### src/rtl/shift_pkg.sv
package shift_pkg;
  typedef enum logic [2:0] {
    K_LSL = 3'b000,
    K_LSR = 3'b001,
    K_ASR = 3'b010,
    K_ROR = 3'b011,
    K_RRX = 3'b100
  } shift_kind_e;
endpackage

### src/rtl/shift_stage.sv
// One log-stage layer: right-shift by S with fill or rotate, tracking the last bit out.
module shift_stage #(
  parameter int W = 32,
  parameter int S = 1
) (
  input  logic [W-1:0] d_i,
  input  logic         g_i,
  input  logic         en_i,
  input  logic         rot_i,
  input  logic         fill_i,
  output logic [W-1:0] d_o,
  output logic         g_o
);
  logic [S-1:0] top_bits;
  assign top_bits = rot_i ? d_i[S-1:0] : {S{fill_i}};
  assign d_o = en_i ? {top_bits, d_i[W-1:S]} : d_i;
  assign g_o = en_i ? d_i[S-1] : g_i;
endmodule

### src/rtl/shift_core.sv
// Count-driven shifts (LSL/LSR/ASR/ROR) built from AMT_W right-shift layers.
module shift_core #(
  parameter int W     = 32,
  parameter int AMT_W = $clog2(W)
) (
  input  logic [W-1:0]     x_i,
  input  logic [AMT_W-1:0] n_i,
  input  logic [1:0]       kind_i,
  input  logic             c_i,
  output logic [W-1:0]     y_o,
  output logic             c_o
);
  function automatic logic [W-1:0] bit_rev(input logic [W-1:0] v);
    for (int i = 0; i < W; i++) bit_rev[i] = v[W-1-i];
  endfunction

  logic is_left, is_rot, fill;
  assign is_left = (kind_i == 2'b00);
  assign is_rot  = (kind_i == 2'b11);
  assign fill    = (kind_i == 2'b10) ? x_i[W-1] : 1'b0;

  logic [W-1:0] d [AMT_W+1];
  logic         g [AMT_W+1];

  assign d[0] = is_left ? bit_rev(x_i) : x_i;
  assign g[0] = c_i;

  for (genvar k = 0; k < AMT_W; k++) begin : g_layer
    shift_stage #(.W(W), .S(1 << k)) u_stage (
      .d_i   (d[k]),
      .g_i   (g[k]),
      .en_i  (n_i[k]),
      .rot_i (is_rot),
      .fill_i(fill),
      .d_o   (d[k+1]),
      .g_o   (g[k+1])
    );
  end

  assign y_o = is_left ? bit_rev(d[AMT_W]) : d[AMT_W];
  assign c_o = g[AMT_W];

  always_comb begin
    if (is_rot) p_rot_keeps_ones_r4: assert ($countones(y_o) == $countones(x_i));
    if (kind_i == 2'b10) p_asr_sign_kept_r3: assert (y_o[W-1] == x_i[W-1]);
  end
endmodule

### src/rtl/barrel_shift32.sv
module barrel_shift32
  import shift_pkg::*;
#(
  parameter int W     = 32,
  parameter int AMT_W = $clog2(W)
) (
  input  logic [W-1:0]     operand_i,
  input  logic [AMT_W-1:0] amount_i,
  input  logic [2:0]       kind_i,
  input  logic             carry_i,
  output logic [W-1:0]     result_o,
  output logic             carry_o
);
  logic [W-1:0] core_y;
  logic         core_c;

  shift_core #(.W(W), .AMT_W(AMT_W)) u_core (
    .x_i   (operand_i),
    .n_i   (amount_i),
    .kind_i(kind_i[1:0]),
    .c_i   (carry_i),
    .y_o   (core_y),
    .c_o   (core_c)
  );

  always_comb begin
    if (!kind_i[2]) begin
      result_o = core_y;
      carry_o  = core_c;
    end else if (kind_i == K_RRX) begin
      result_o = {carry_i, operand_i[W-1:1]};
      carry_o  = operand_i[0];
    end else begin
      result_o = operand_i;
      carry_o  = carry_i;
    end
  end

  always_comb begin
    if (!kind_i[2] && amount_i == '0)
      p_zero_count_pass_r7: assert (core_y == operand_i && core_c == carry_i);
    if (kind_i == K_RRX)
      p_rrx_carry_r5: assert (carry_o == operand_i[0] && result_o[W-1] == carry_i);
    if (kind_i[2] && kind_i[1:0] != 2'b00)
      p_unused_pass_r8: assert (result_o == operand_i && carry_o == carry_i);
  end
endmodule

### config.mk
export PLATFORM = sky130hd
export DESIGN_NAME = barrel_shift32
export DESIGN_NICKNAME = d
export VERILOG_FILES = /design/src/rtl/shift_pkg.sv /design/src/rtl/shift_stage.sv /design/src/rtl/shift_core.sv /design/src/rtl/barrel_shift32.sv
export SDC_FILE = /design/constraint.sdc
export NUM_CORES = 1
export LEC_CHECK = 0
export ABC_CLOCK_PERIOD_IN_PS = 3230
export BUFFER_PORTS_ARGS = -buffer_cell sky130_fd_sc_hd__clkbuf_2
export CORE_MARGIN = 2
export CORE_UTILIZATION = 40
export DETAILED_ROUTE_END_ITERATION = 7
export SLEW_MARGIN = 30
export SYNTH_ARGS = -nofsm -noshare
export SYNTH_HDL_FRONTEND = slang
export SYNTH_SLANG_ARGS = --single-unit
### constraint.sdc
create_clock -name vclk -period 3.23
set_input_delay 0.323 -clock vclk [all_inputs]
set_output_delay 0.323 -clock vclk [all_outputs]
set_load 0.005 [all_outputs]
==> results_tabular.tex, run 1 <==
\begin{tabular}{lr}
\hline
Metric & Value \\
\hline
\multicolumn{2}{l}{\textbf{Final layout}} \\
Share of layout cells above drive strength 1 & 0.4459 \\
Number of clock buffers in the layout & 0 \\
Highest-count cells in the layout ignoring fill and taps & buf\_4, nand2\_1, clkbuf\_2, mux4\_2, nor2\_1 \\
Post-layout nets & 644 \\
Layout sequential cell count & 0 \\
Area of combinational cells with multiple inputs & 3546 um2 \\
Layout fillers & 888 \\
Most frequent standard cell in the layout excluding fill and tap cells & buf\_4 \\
Relative area change from synthesis to final layout & 34.42\% \\
Number of antenna repair diodes & 0 \\
Area occupied by registers & 0 um2 \\
\multicolumn{2}{l}{\textbf{Route}} \\
Initial DRT Pass Iterations & 5 \\
Final WL & 20,150 um \\
Number of violations reported at the end of detailed-routing iteration 0 & 864 \\
Count of nets left with antenna violations after detail routing & 0 \\
Average wire length per cell after detail routing & 28.41 um \\
DR vias & 5,275 \\
Via density & 7.440 \\
Post-route DRC violation count & 0 \\
\multicolumn{2}{l}{\textbf{STA}} \\
Remaining max-slew budget at the tightest pin & 0.5523 \\
RSZ-0062 raised after global routing & yes \\
Final slew viol count & 0 \\
Hold Slack & 1.079 ns \\
Fmax & between 0.3 and 0.4 GHz \\
Post-layout minimum cycle time & approximately 3.2 ns \\
Transition time at the pin with the least slew margin & 0.6690 ns \\
Portion of the clock cycle consumed by the worst path in the final layout & 0.9947 \\
Number of endpoints failing setup at the final stage & 0 \\
Final Hold Violating Endpoints & 0 \\
\multicolumn{2}{l}{\textbf{Setup path}} \\
Max Fanout on Critical Path & 7 \\
Critical path data arrival time & around 2.9 ns \\
Start-to-end type of the worst setup path & primary input to primary output \\
Category of the worst setup path launch point & primary input \\
Launch point of the critical path & kind\_i[0] \\
Critical path required time & 2.91 ns \\
Endpoint type of the worst setup path & primary output \\
\multicolumn{2}{l}{\textbf{Logic synthesis}} \\
Avg Synthesized Cell Area & 7.567 um2 \\
Gate count after technology mapping & approximately 480 \\
Largest cells by area after synthesis & mux4\_2, nand2\_1, o22ai\_1 \\
Number of warnings reported in the yosys synthesis log & 0 \\
Sequential share of the synthesized area & 0 \\
Syn nets & $\sim$520 \\
Synthesized cell area & about 3600 um2 \\
Distinct cell type count after synthesis & 55 \\
Area leader, netlist & mux4\_2 \\
Area share of the largest cell type after synthesis & 0.3051 \\
\multicolumn{2}{l}{\textbf{GRT}} \\
First-pass GRT wire length & 29,900 um \\
Overflow after GRT & 0 \\
Pin count of the biggest net entering global routing & 37 \\
Total global routing track utilization & 0.3979 \\
Vias in the first global route & 4,779 \\
Initial antenna violation count & 0 \\
\multicolumn{2}{l}{\textbf{Worst hold path}} \\
Endpoint, Worst Hold & carry\_o \\
WHS Path Cells & 4 \\
Hold path start & carry\_i \\
Hold/Removal Path Class & primary input to primary output \\
\multicolumn{2}{l}{\textbf{Die}} \\
Number of core rows & 34 \\
Die Outline Area & 9820 um2 \\
Die Y & 99.10 um \\
Placeable Area & 8763 um2 \\
Die width & roughly 99 um \\
Num ports & 74 \\
Initial standard-cell utilization of the core & 0.4128 \\
\multicolumn{2}{l}{\textbf{Power and ir drop}} \\
Worst VDD drop & 0.1056 mV \\
Leakage power summed over all cells & 2.060 nW \\
Power density cells & 221.1 nW/um2 \\
Total power & 1.075 mW \\
\multicolumn{2}{l}{\textbf{Job}} \\
Max-cap check violation count & 0 \\
\multicolumn{2}{l}{\textbf{Outcome}} \\
Status & finished clean \\
\multicolumn{2}{l}{\textbf{Place}} \\
Gp weighted congestion & 1.053 \\
Count of buffers inserted at the top-level ports & 74 \\
Final HPWL DP & 15,560 um \\
\multicolumn{2}{l}{\textbf{Clock network}} \\
Hold-fix buffers at CTS & 0 \\
\hline
\end{tabular}
==> worst max path at each step <==
stage | end | depth (start not counted)
2_1_floorplan | result_o[29] | 10
3_3_place_gp | result_o[14] | 11
3_5_place_dp | result_o[31] | 11
4_1_cts | result_o[17] | 11
5_1_grt | result_o[5] | 11
6_report | result_o[29] | 10
==> per-stage QoR <==
| stage | worst slack, ns | area [um2] | TNS, ns | utilization | cells |
|---|---|---|---|---|---|
| floorplan | 0.01960 | 3617 | 0 | - | 478 |
| global placement | -0.1240 | 4601 | -0.5312 | 0.5250 | 701 |
| detailed placement | -0.08131 | 4601 | -0.3388 | 0.5250 | 701 |
| CTS | 0.004908 | 4652 | 0 | 0.5308 | 704 |
| global route | -0.01670 | 4862 | -0.09066 | 0.5548 | 709 |
| finish | 0.01704 | 4862 | 0 | 0.5548 | 709 |
==> power by group <==
group | total (mW) | switching (mW) | internal [mW]
registers | 0 | 0 | 0
clock network | 0 | 0 | 0
logic | 1.08 | 0.599 | 0.476
total | 1.08 | 0.599 | 0.476
==> cells by family after synthesis <==
logic type      count (synthesis)  share of synthesized area
simple gates                  179                     0.2224
mux                            71                     0.3694
compound gates                176                     0.3428
buf+inv                        52                    0.06537
==> critical path, stage by stage <==
cell and delay [ns]:
buf_6 0.10, nor2_4 0.17, buf_12 0.15, mux4_2 0.58
a222oi_1 0.35, nand2_1 0.15, a221oi_1 0.32, nor2_1 0.12
mux4_2 0.48, clkbuf_2 0.13
==> repair_timing <==
item / in CTS / in global routing
pin swaps: 1 / 12
gates resized for setup: 7 / 38
gates cloned: 0 / 1
setup endpoints to repair: 8 / 22
buffers inserted: 3 / 4
==> final cells by class <==
type                            count  area share
Multi-Input combinational cell    426      0.7293
Timing Repair Buffer              168      0.2375
Tap cell                          108     0.02779
Inverter                            7    0.005404
==> routing by layer <==
metal,routed length (um),global-route usage,share of wire,vias to the layer above
met1,8073,0.6079,0.40,2530
met3,2534,0.04216,0.13,68
met2,8775,0.6091,0.44,467
met4,763,0.08641,0.038,0
li1,-,-,-,2210
met5,0,0,0,-
==> cells in the mapped netlist, types with 9 or more instances <==
cell type / instances
clkbuf_1: 31
o21ai_0: 21
o221ai_1: 13
nor3_1: 12
a221oi_1: 11
and3_1: 15
nor2_1: 44
o22ai_1: 29
mux2i_1: 12
a21oi_1: 30
nand2_1: 78
mux2_2: 10
mux4_2: 49
a31oi_1: 9
a22oi_1: 17
Note: power is estimated with default switching activity, not from simulation.
==> run 2: changes to the inputs <==
--- a/config.mk
+++ b/config.mk
@@ -10,6 +10,7 @@
 export CORE_MARGIN = 2
 export CORE_UTILIZATION = 40
 export DETAILED_ROUTE_END_ITERATION = 7
+export MAX_ROUTING_LAYER = met4
 export SLEW_MARGIN = 30
 export SYNTH_ARGS = -nofsm -noshare
 export SYNTH_HDL_FRONTEND = slang
==> constraint.sdc (replaced) <==
create_clock -name vclk -period 3.23
set_input_delay 0.323 -clock vclk [all_inputs]
set_output_delay 0.323 -clock vclk [all_outputs]
set_load 0.05 [all_outputs]
==> results_tabular.tex, run 2 (same netlist as run 1, synthesis figures left out) <==
\begin{tabular}{lr}
\hline
Metric & Value \\
\hline
\multicolumn{2}{l}{\textbf{Outcome}} \\
Status & finished with violations (was finished clean) \\
Failing checks & setup timing \\
\multicolumn{2}{l}{\textbf{Power and ir drop}} \\
Leakage power summed over all cells & 2.217 nW (was 2.060 nW) \\
Total power & 1.374 mW (was 1.075 mW) \\
Power density cells & 260.9 nW/um2 (was 221.1 nW/um2) \\
Worst VDD drop & 0.1840 mV (was 0.1056 mV) \\
\multicolumn{2}{l}{\textbf{Route}} \\
Met2 wire length & 8852 um (was 8775 um) \\
Number of violations reported at the end of detailed-routing iteration 0 & 590 (was 864) \\
Post-route DRC violation count & 0 (unchanged) \\
Met3 WL & 2239 um (was 2534 um) \\
Via density & 7.213 (was 7.440) \\
DR vias & 5,280 (was 5,275) \\
Metal-1 WL & 7875 um (was 8073 um) \\
Final WL & 19,980 um (was 20,150 um) \\
Initial DRT Pass Iterations & 6 (was 5) \\
Top routing layer in use & met4 (unchanged) \\
Average wire length per cell after detail routing & 27.30 um (was 28.41 um) \\
Count of nets left with antenna violations after detail routing & 0 (unchanged) \\
\multicolumn{2}{l}{\textbf{Setup path}} \\
Critical path data arrival time & 2.92 ns (was 2.89 ns) \\
CP top delay family & multiplexers (unchanged) \\
Critical path's slowest cell & mux4\_2 (unchanged) \\
Critical path buffers and inverters & 4 (was 3) \\
Cells along the critical path & buf\_12 -> nor2\_4 -> buf\_4 -> mux4\_2 -> buf\_4 -> a22oi\_2 -> o21ai\_2 -> a22oi\_1 -> nand3\_2 -> mux4\_2 -> clkbuf\_8 (was buf\_6 -> nor2\_4 -> buf\_12 -> mux4\_2 -> a222oi\_1 -> nand2\_1 -> a221oi\_1 -> nor2\_1 -> mux4\_2 -> clkbuf\_2) \\
Category of the worst setup path launch point & primary input (unchanged) \\
Endpoint type of the worst setup path & primary output (unchanged) \\
Start-to-end type of the worst setup path & primary input to primary output (unchanged) \\
Maximum single-stage delay on the critical path & 0.55 ns (was 0.58 ns) \\
Max Fanout on Critical Path & 5 (was 7) \\
Critical path required time & 2.91 ns (about the same) \\
\multicolumn{2}{l}{\textbf{STA}} \\
Fmax & 0.3087 GHz (was 0.3112 GHz) \\
Transition time at the pin with the least slew margin & 0.8571 ns (was 0.6690 ns) \\
Worst setup margin & -0.009339 ns (was 0.01704 ns) \\
Number of endpoints failing setup at the final stage & 4 (was 0) \\
Final Hold Violating Endpoints & 0 (unchanged) \\
RSZ-0062 raised after global routing & yes (unchanged) \\
Portion of the clock cycle consumed by the worst path in the final layout & 1.003 (was 0.9947) \\
Final slew viol count & 0 (unchanged) \\
Remaining max-slew budget at the tightest pin & 0.4233 (was 0.5523) \\
Post-layout minimum cycle time & 3.239 ns (was 3.213 ns) \\
\multicolumn{2}{l}{\textbf{Final layout}} \\
Number of clock buffers in the layout & 0 (unchanged) \\
Area occupied by registers & 0 um2 (unchanged) \\
Highest-count cells in the layout ignoring fill and taps & buf\_4, nand2\_1, mux4\_2, clkbuf\_2, nor2\_1 (was buf\_4, nand2\_1, clkbuf\_2, mux4\_2, nor2\_1) \\
Share of layout cells above drive strength 1 & 0.4984 (was 0.4459) \\
Final cell area excluding filler cells & 5268 um2 (was 4862 um2) \\
Final Instance Count excl. Fillers & 732 (was 709) \\
Most frequent standard cell in the layout excluding fill and tap cells & buf\_4 (unchanged) \\
Relative area change from synthesis to final layout & 45.62\% (was 34.42\%) \\
Post-layout nets & 667 (was 644) \\
Number of antenna repair diodes & 0 (unchanged) \\
Layout sequential cell count & 0 (unchanged) \\
\multicolumn{2}{l}{\textbf{Place}} \\
Worst Setup Slack post-DPL & -0.2159 ns (was -0.08131 ns) \\
\# placed instances & 724 (was 701) \\
Count of buffers inserted at the top-level ports & 74 (unchanged) \\
Gp weighted congestion & 1.077 (was 1.053) \\
DP Area & 4817 um2 (was 4601 um2) \\
Final HPWL DP & 15,440 um (was 15,560 um) \\
\multicolumn{2}{l}{\textbf{Die}} \\
Initial standard-cell utilization of the core & 0.4128 (unchanged) \\
Die Outline Area & 9820 um2 (unchanged) \\
Number of core rows & 34 (unchanged) \\
Die width & 99.10 um (unchanged) \\
Num ports & 74 (unchanged) \\
Die Y & 99.10 um (unchanged) \\
Placeable Area & 8763 um2 (unchanged) \\
\multicolumn{2}{l}{\textbf{GRT}} \\
Overflow after GRT & 0 (unchanged) \\
Total global routing track utilization & 0.4067 (was 0.3979) \\
Vias in the first global route & 4,986 (was 4,779) \\
Initial antenna violation count & 0 (unchanged) \\
Pin count of the biggest net entering global routing & 36 (was 37) \\
First-pass GRT wire length & 29,870 um (was 29,900 um) \\
\multicolumn{2}{l}{\textbf{Clock network}} \\
Hold-fix buffers at CTS & 0 (unchanged) \\
\multicolumn{2}{l}{\textbf{Job}} \\
Max-cap check violation count & 0 (unchanged) \\
\multicolumn{2}{l}{\textbf{Worst hold path}} \\
Hold/Removal Path Class & primary input to primary output (unchanged) \\
\hline
\end{tabular}
## run 2: cell types whose count changed in the layout (fill, tap and decap cells not counted), moves of 4 or more
cell	delta
clkbuf_8	+5
clkbuf_2	-27
o221ai_1	-6
buf_4	+33
o221ai_2	+6
mux2i_1	-4
clkbuf_4	+7
## run 2: power by group
group	internal [mW]	leakage [nW]	total [mW]	switching (mW)
clock network	0	0	0	0
logic	0.555	2.22	1.37	0.819
registers	0	0	0	0
## run 2: final timing paths
path | start | end | slack [ns] | cells after the start
worst max-delay path | kind_i[0] | result_o[25] | -0.009 | 11
worst min-delay path | carry_i | carry_o | 1.14 | 4
## run 2: what timing repair did
action / in CTS / in global routing
setup endpoints to repair: 28 / 30
endpoints found under the hold margin: 0 / 0
cloned: 1 / 0
setup buffers: 7 / 1
pin swaps: 9 / 11
resized for setup: 51 / 65
## run 2: metrics by stage
stage / hold WS [ns] / setup TNS, ns / util
2_1_floorplan: 0.9210 / -0.6995 / -
3_3_place_gp: 1.171 / -3.599 / 0.5497
3_5_place_dp: 1.161 / -3.396 / 0.5497
4_1_cts: 1.160 / 0 / 0.5765
5_1_grt: 1.144 / -0.7667 / 0.6011
6_report: 1.135 / -0.02715 / 0.6011
## run 2: area by class of cell
| cell class | instances | area (um2) |
|---|---|---|
| inverter | 7 | 26.28 |
| timing repair buffer | 190 | 1409 |
| tap | 108 | 135.1 |
| fill | 813 | 3496 |
| multi-input combinational | 427 | 3697 |
## run 2: layer usage
metal  global-route usage  vias up
met1               0.5532     2508
met5                    -        -
li1                     -     2254
met4               0.1243        0
met2               0.6289      429
met3              0.06254       89
## run 2: tightest hold or removal path, delay by kind of cell
| family | cells | cell delay [ns] |
|---|---|---|
| compound gates | 1 | 0.08 |
| buf+inv | 2 | 0.31 |
| simple gates | 1 | 0.09 |
==> run 3: changes to the inputs <==
--- a/config.mk
+++ b/config.mk
@@ -11,6 +11,7 @@
 export CORE_UTILIZATION = 40
 export DETAILED_ROUTE_END_ITERATION = 7
 export MAX_ROUTING_LAYER = met4
+export SETUP_SLACK_MARGIN = 0.02
 export SLEW_MARGIN = 30
 export SYNTH_ARGS = -nofsm -noshare
 export SYNTH_HDL_FRONTEND = slang
==> results_tabular.tex, run 3 (same netlist as run 1, synthesis figures left out) <==
\begin{tabular}{lr}
\hline
Metric & Value \\
\hline
\multicolumn{2}{l}{\textbf{STA}} \\
Post-layout minimum cycle time & 3.298 ns (was 3.239 ns) \\
Final Hold Violating Endpoints & 0 (unchanged) \\
Remaining max-slew budget at the tightest pin & 0.5825 (was 0.4233) \\
Fmax & 0.3032 GHz (was 0.3087 GHz) \\
Transition time at the pin with the least slew margin & 0.6239 ns (was 0.8571 ns) \\
Portion of the clock cycle consumed by the worst path in the final layout & 1.021 (was 1.003) \\
Setup TNS & -0.1858 ns (was -0.02715 ns) \\
Final slew viol count & 0 (unchanged) \\
Worst setup margin & -0.06772 ns (was -0.009339 ns) \\
Number of endpoints failing setup at the final stage & 9 (was 4) \\
RSZ-0062 raised after global routing & yes (unchanged) \\
\multicolumn{2}{l}{\textbf{Route}} \\
Initial DRT Pass Iterations & 5 (was 6) \\
Number of violations reported at the end of detailed-routing iteration 0 & 619 (was 590) \\
DR vias & 5,388 (was 5,280) \\
Post-route DRC violation count & 0 (unchanged) \\
Average wire length per cell after detail routing & 27.41 um (was 27.30 um) \\
Count of nets left with antenna violations after detail routing & 0 (unchanged) \\
Final WL & 20,120 um (was 19,980 um) \\
Via density & 7.341 (was 7.213) \\
\multicolumn{2}{l}{\textbf{Outcome}} \\
Failing checks & setup timing (unchanged) \\
Status & finished with violations (unchanged) \\
\multicolumn{2}{l}{\textbf{Final layout}} \\
Highest-count cells in the layout ignoring fill and taps & buf\_4, nand2\_1, mux4\_2, clkbuf\_2, nor2\_1 (unchanged) \\
Number of clock buffers in the layout & 0 (unchanged) \\
Layout fillers & 793 (was 813) \\
Post-layout nets & 669 (was 667) \\
Most frequent standard cell in the layout excluding fill and tap cells & buf\_4 (unchanged) \\
Relative area change from synthesis to final layout & 52.02\% (was 45.62\%) \\
Number of antenna repair diodes & 0 (unchanged) \\
Area occupied by registers & 0 um2 (unchanged) \\
Layout sequential cell count & 0 (unchanged) \\
Share of layout cells above drive strength 1 & 0.5208 (was 0.4984) \\
Post-Route Utilization & 0.6275 (was 0.6011) \\
\multicolumn{2}{l}{\textbf{Die}} \\
Num ports & 74 (unchanged) \\
Number of core rows & 34 (unchanged) \\
Die Y & 99.10 um (unchanged) \\
Die Outline Area & 9820 um2 (unchanged) \\
Placeable Area & 8763 um2 (unchanged) \\
Initial standard-cell utilization of the core & 0.4128 (unchanged) \\
Die width & 99.10 um (unchanged) \\
\multicolumn{2}{l}{\textbf{Worst hold path}} \\
Hold path start & carry\_i (unchanged) \\
Hold/Removal Path Class & primary input to primary output (unchanged) \\
WHS Path Cells & 4 (unchanged) \\
Endpoint, Worst Hold & carry\_o (unchanged) \\
\multicolumn{2}{l}{\textbf{Setup path}} \\
Endpoint type of the worst setup path & primary output (unchanged) \\
Critical path data arrival time & 2.97 ns (was 2.92 ns) \\
Cells along the critical path & buf\_8 -> nor2\_4 -> buf\_6 -> buf\_12 -> mux4\_2 -> a22oi\_2 -> and3\_1 -> o22ai\_1 -> o221a\_2 -> mux4\_2 -> buf\_8 (was buf\_12 -> nor2\_4 -> buf\_4 -> mux4\_2 -> buf\_4 -> a22oi\_2 -> o21ai\_2 -> a22oi\_1 -> nand3\_2 -> mux4\_2 -> clkbuf\_8) \\
Max Fanout on Critical Path & 5 (unchanged) \\
Maximum single-stage delay on the critical path & 0.60 ns (was 0.55 ns) \\
Category of the worst setup path launch point & primary input (unchanged) \\
Critical path required time & 2.91 ns (about the same) \\
Start-to-end type of the worst setup path & primary input to primary output (unchanged) \\
Critical path's slowest cell & mux4\_2 (unchanged) \\
\multicolumn{2}{l}{\textbf{GRT}} \\
Overflow after GRT & 0 (unchanged) \\
Pin count of the biggest net entering global routing & 36 (unchanged) \\
Vias in the first global route & 5,059 (was 4,986) \\
Total global routing track utilization & 0.4080 (was 0.4067) \\
Initial antenna violation count & 0 (unchanged) \\
First-pass GRT wire length & 30,180 um (was 29,870 um) \\
\multicolumn{2}{l}{\textbf{Power and ir drop}} \\
Leakage power summed over all cells & 2.293 nW (was 2.217 nW) \\
Power density cells & 265.4 nW/um2 (was 260.9 nW/um2) \\
Worst VDD drop & 0.1812 mV (was 0.1840 mV) \\
Total power & 1.459 mW (was 1.374 mW) \\
\multicolumn{2}{l}{\textbf{Place}} \\
Worst Setup Slack post-DPL & -0.2395 ns (was -0.2159 ns) \\
Gp weighted congestion & 1.024 (was 1.077) \\
Final HPWL DP & 15,360 um (was 15,440 um) \\
Count of buffers inserted at the top-level ports & 74 (unchanged) \\
\multicolumn{2}{l}{\textbf{Job}} \\
Max-cap check violation count & 0 (unchanged) \\
\hline
\end{tabular}
-- run 3: cell types whose count changed in the layout (fill, tap and decap cells not counted), moves of 4 or more --
cell	before	now
buf_6	3	8
nor2_2	1	5
nor2_1	43	38
buf_4	121	114
clkbuf_4	7	2
buf_8	3	8
o22ai_1	25	21
-- run 3: metrics by stage --
step           instance area [um2]  instances  hold WS, ns
6_report                      5499        734        1.129
3_3_place_gp                  4883        723        1.156
5_1_grt                       5499        734        1.155
4_1_cts                       5196        729        1.140
2_1_floorplan                 3696        478       0.9210
3_5_place_dp                  4883        723        1.162
-- run 3: worst max path at each step --
stage	start	depth (start not counted)	to
finish	kind_i[0]	11	result_o[27]
global route	kind_i[0]	11	result_o[27]
CTS	kind_i[1]	10	result_o[29]
detailed placement	kind_i[1]	11	result_o[31]
global placement	kind_i[1]	11	result_o[31]
floorplan	amount_i[1]	10	result_o[15]
-- run 3: worst max-delay path: cells and delay by family --
family / cells / cell delay [ns]
multiplexers: 2 / 1.10
AO/OA/AOI/OAI: 3 / 0.65
buffers and inverters: 4 / 0.51
AND/OR/NAND/NOR: 2 / 0.37
-- run 3: where the power goes --
group          switching (mW)  internal, mW  total (mW)  leakage, nW
clock                       0             0           0            0
combinational           0.849         0.610        1.46         2.29
sequential                  0             0           0            0
-- run 3: per-layer routing --
layer | share of wire | GRT usage | vias up
met5 | 0 | - | -
met4 | 0.048 | 0.1201 | 0
met3 | 0.11 | 0.06535 | 89
met2 | 0.45 | 0.6273 | 448
met1 | 0.39 | 0.5584 | 2588
li1 | - | - | 2263
-- run 3: repair_timing --
item                                    in CTS  in global routing
setup buffers                                7                  5
gates resized for setup                     59                 78
pin swaps                                    6                 19
endpoints found under the setup margin      28                 31
cloned                                       1                  0
hold buffers                                 0                  0
-- run 3: final cells by class --
cell class         instances  area [um2]  share of cell area
inverters                  7       26.28            0.004778
repair buffers           193        1551              0.2821
well taps                108       135.1             0.02457
multi-input cells        426        3786              0.6885
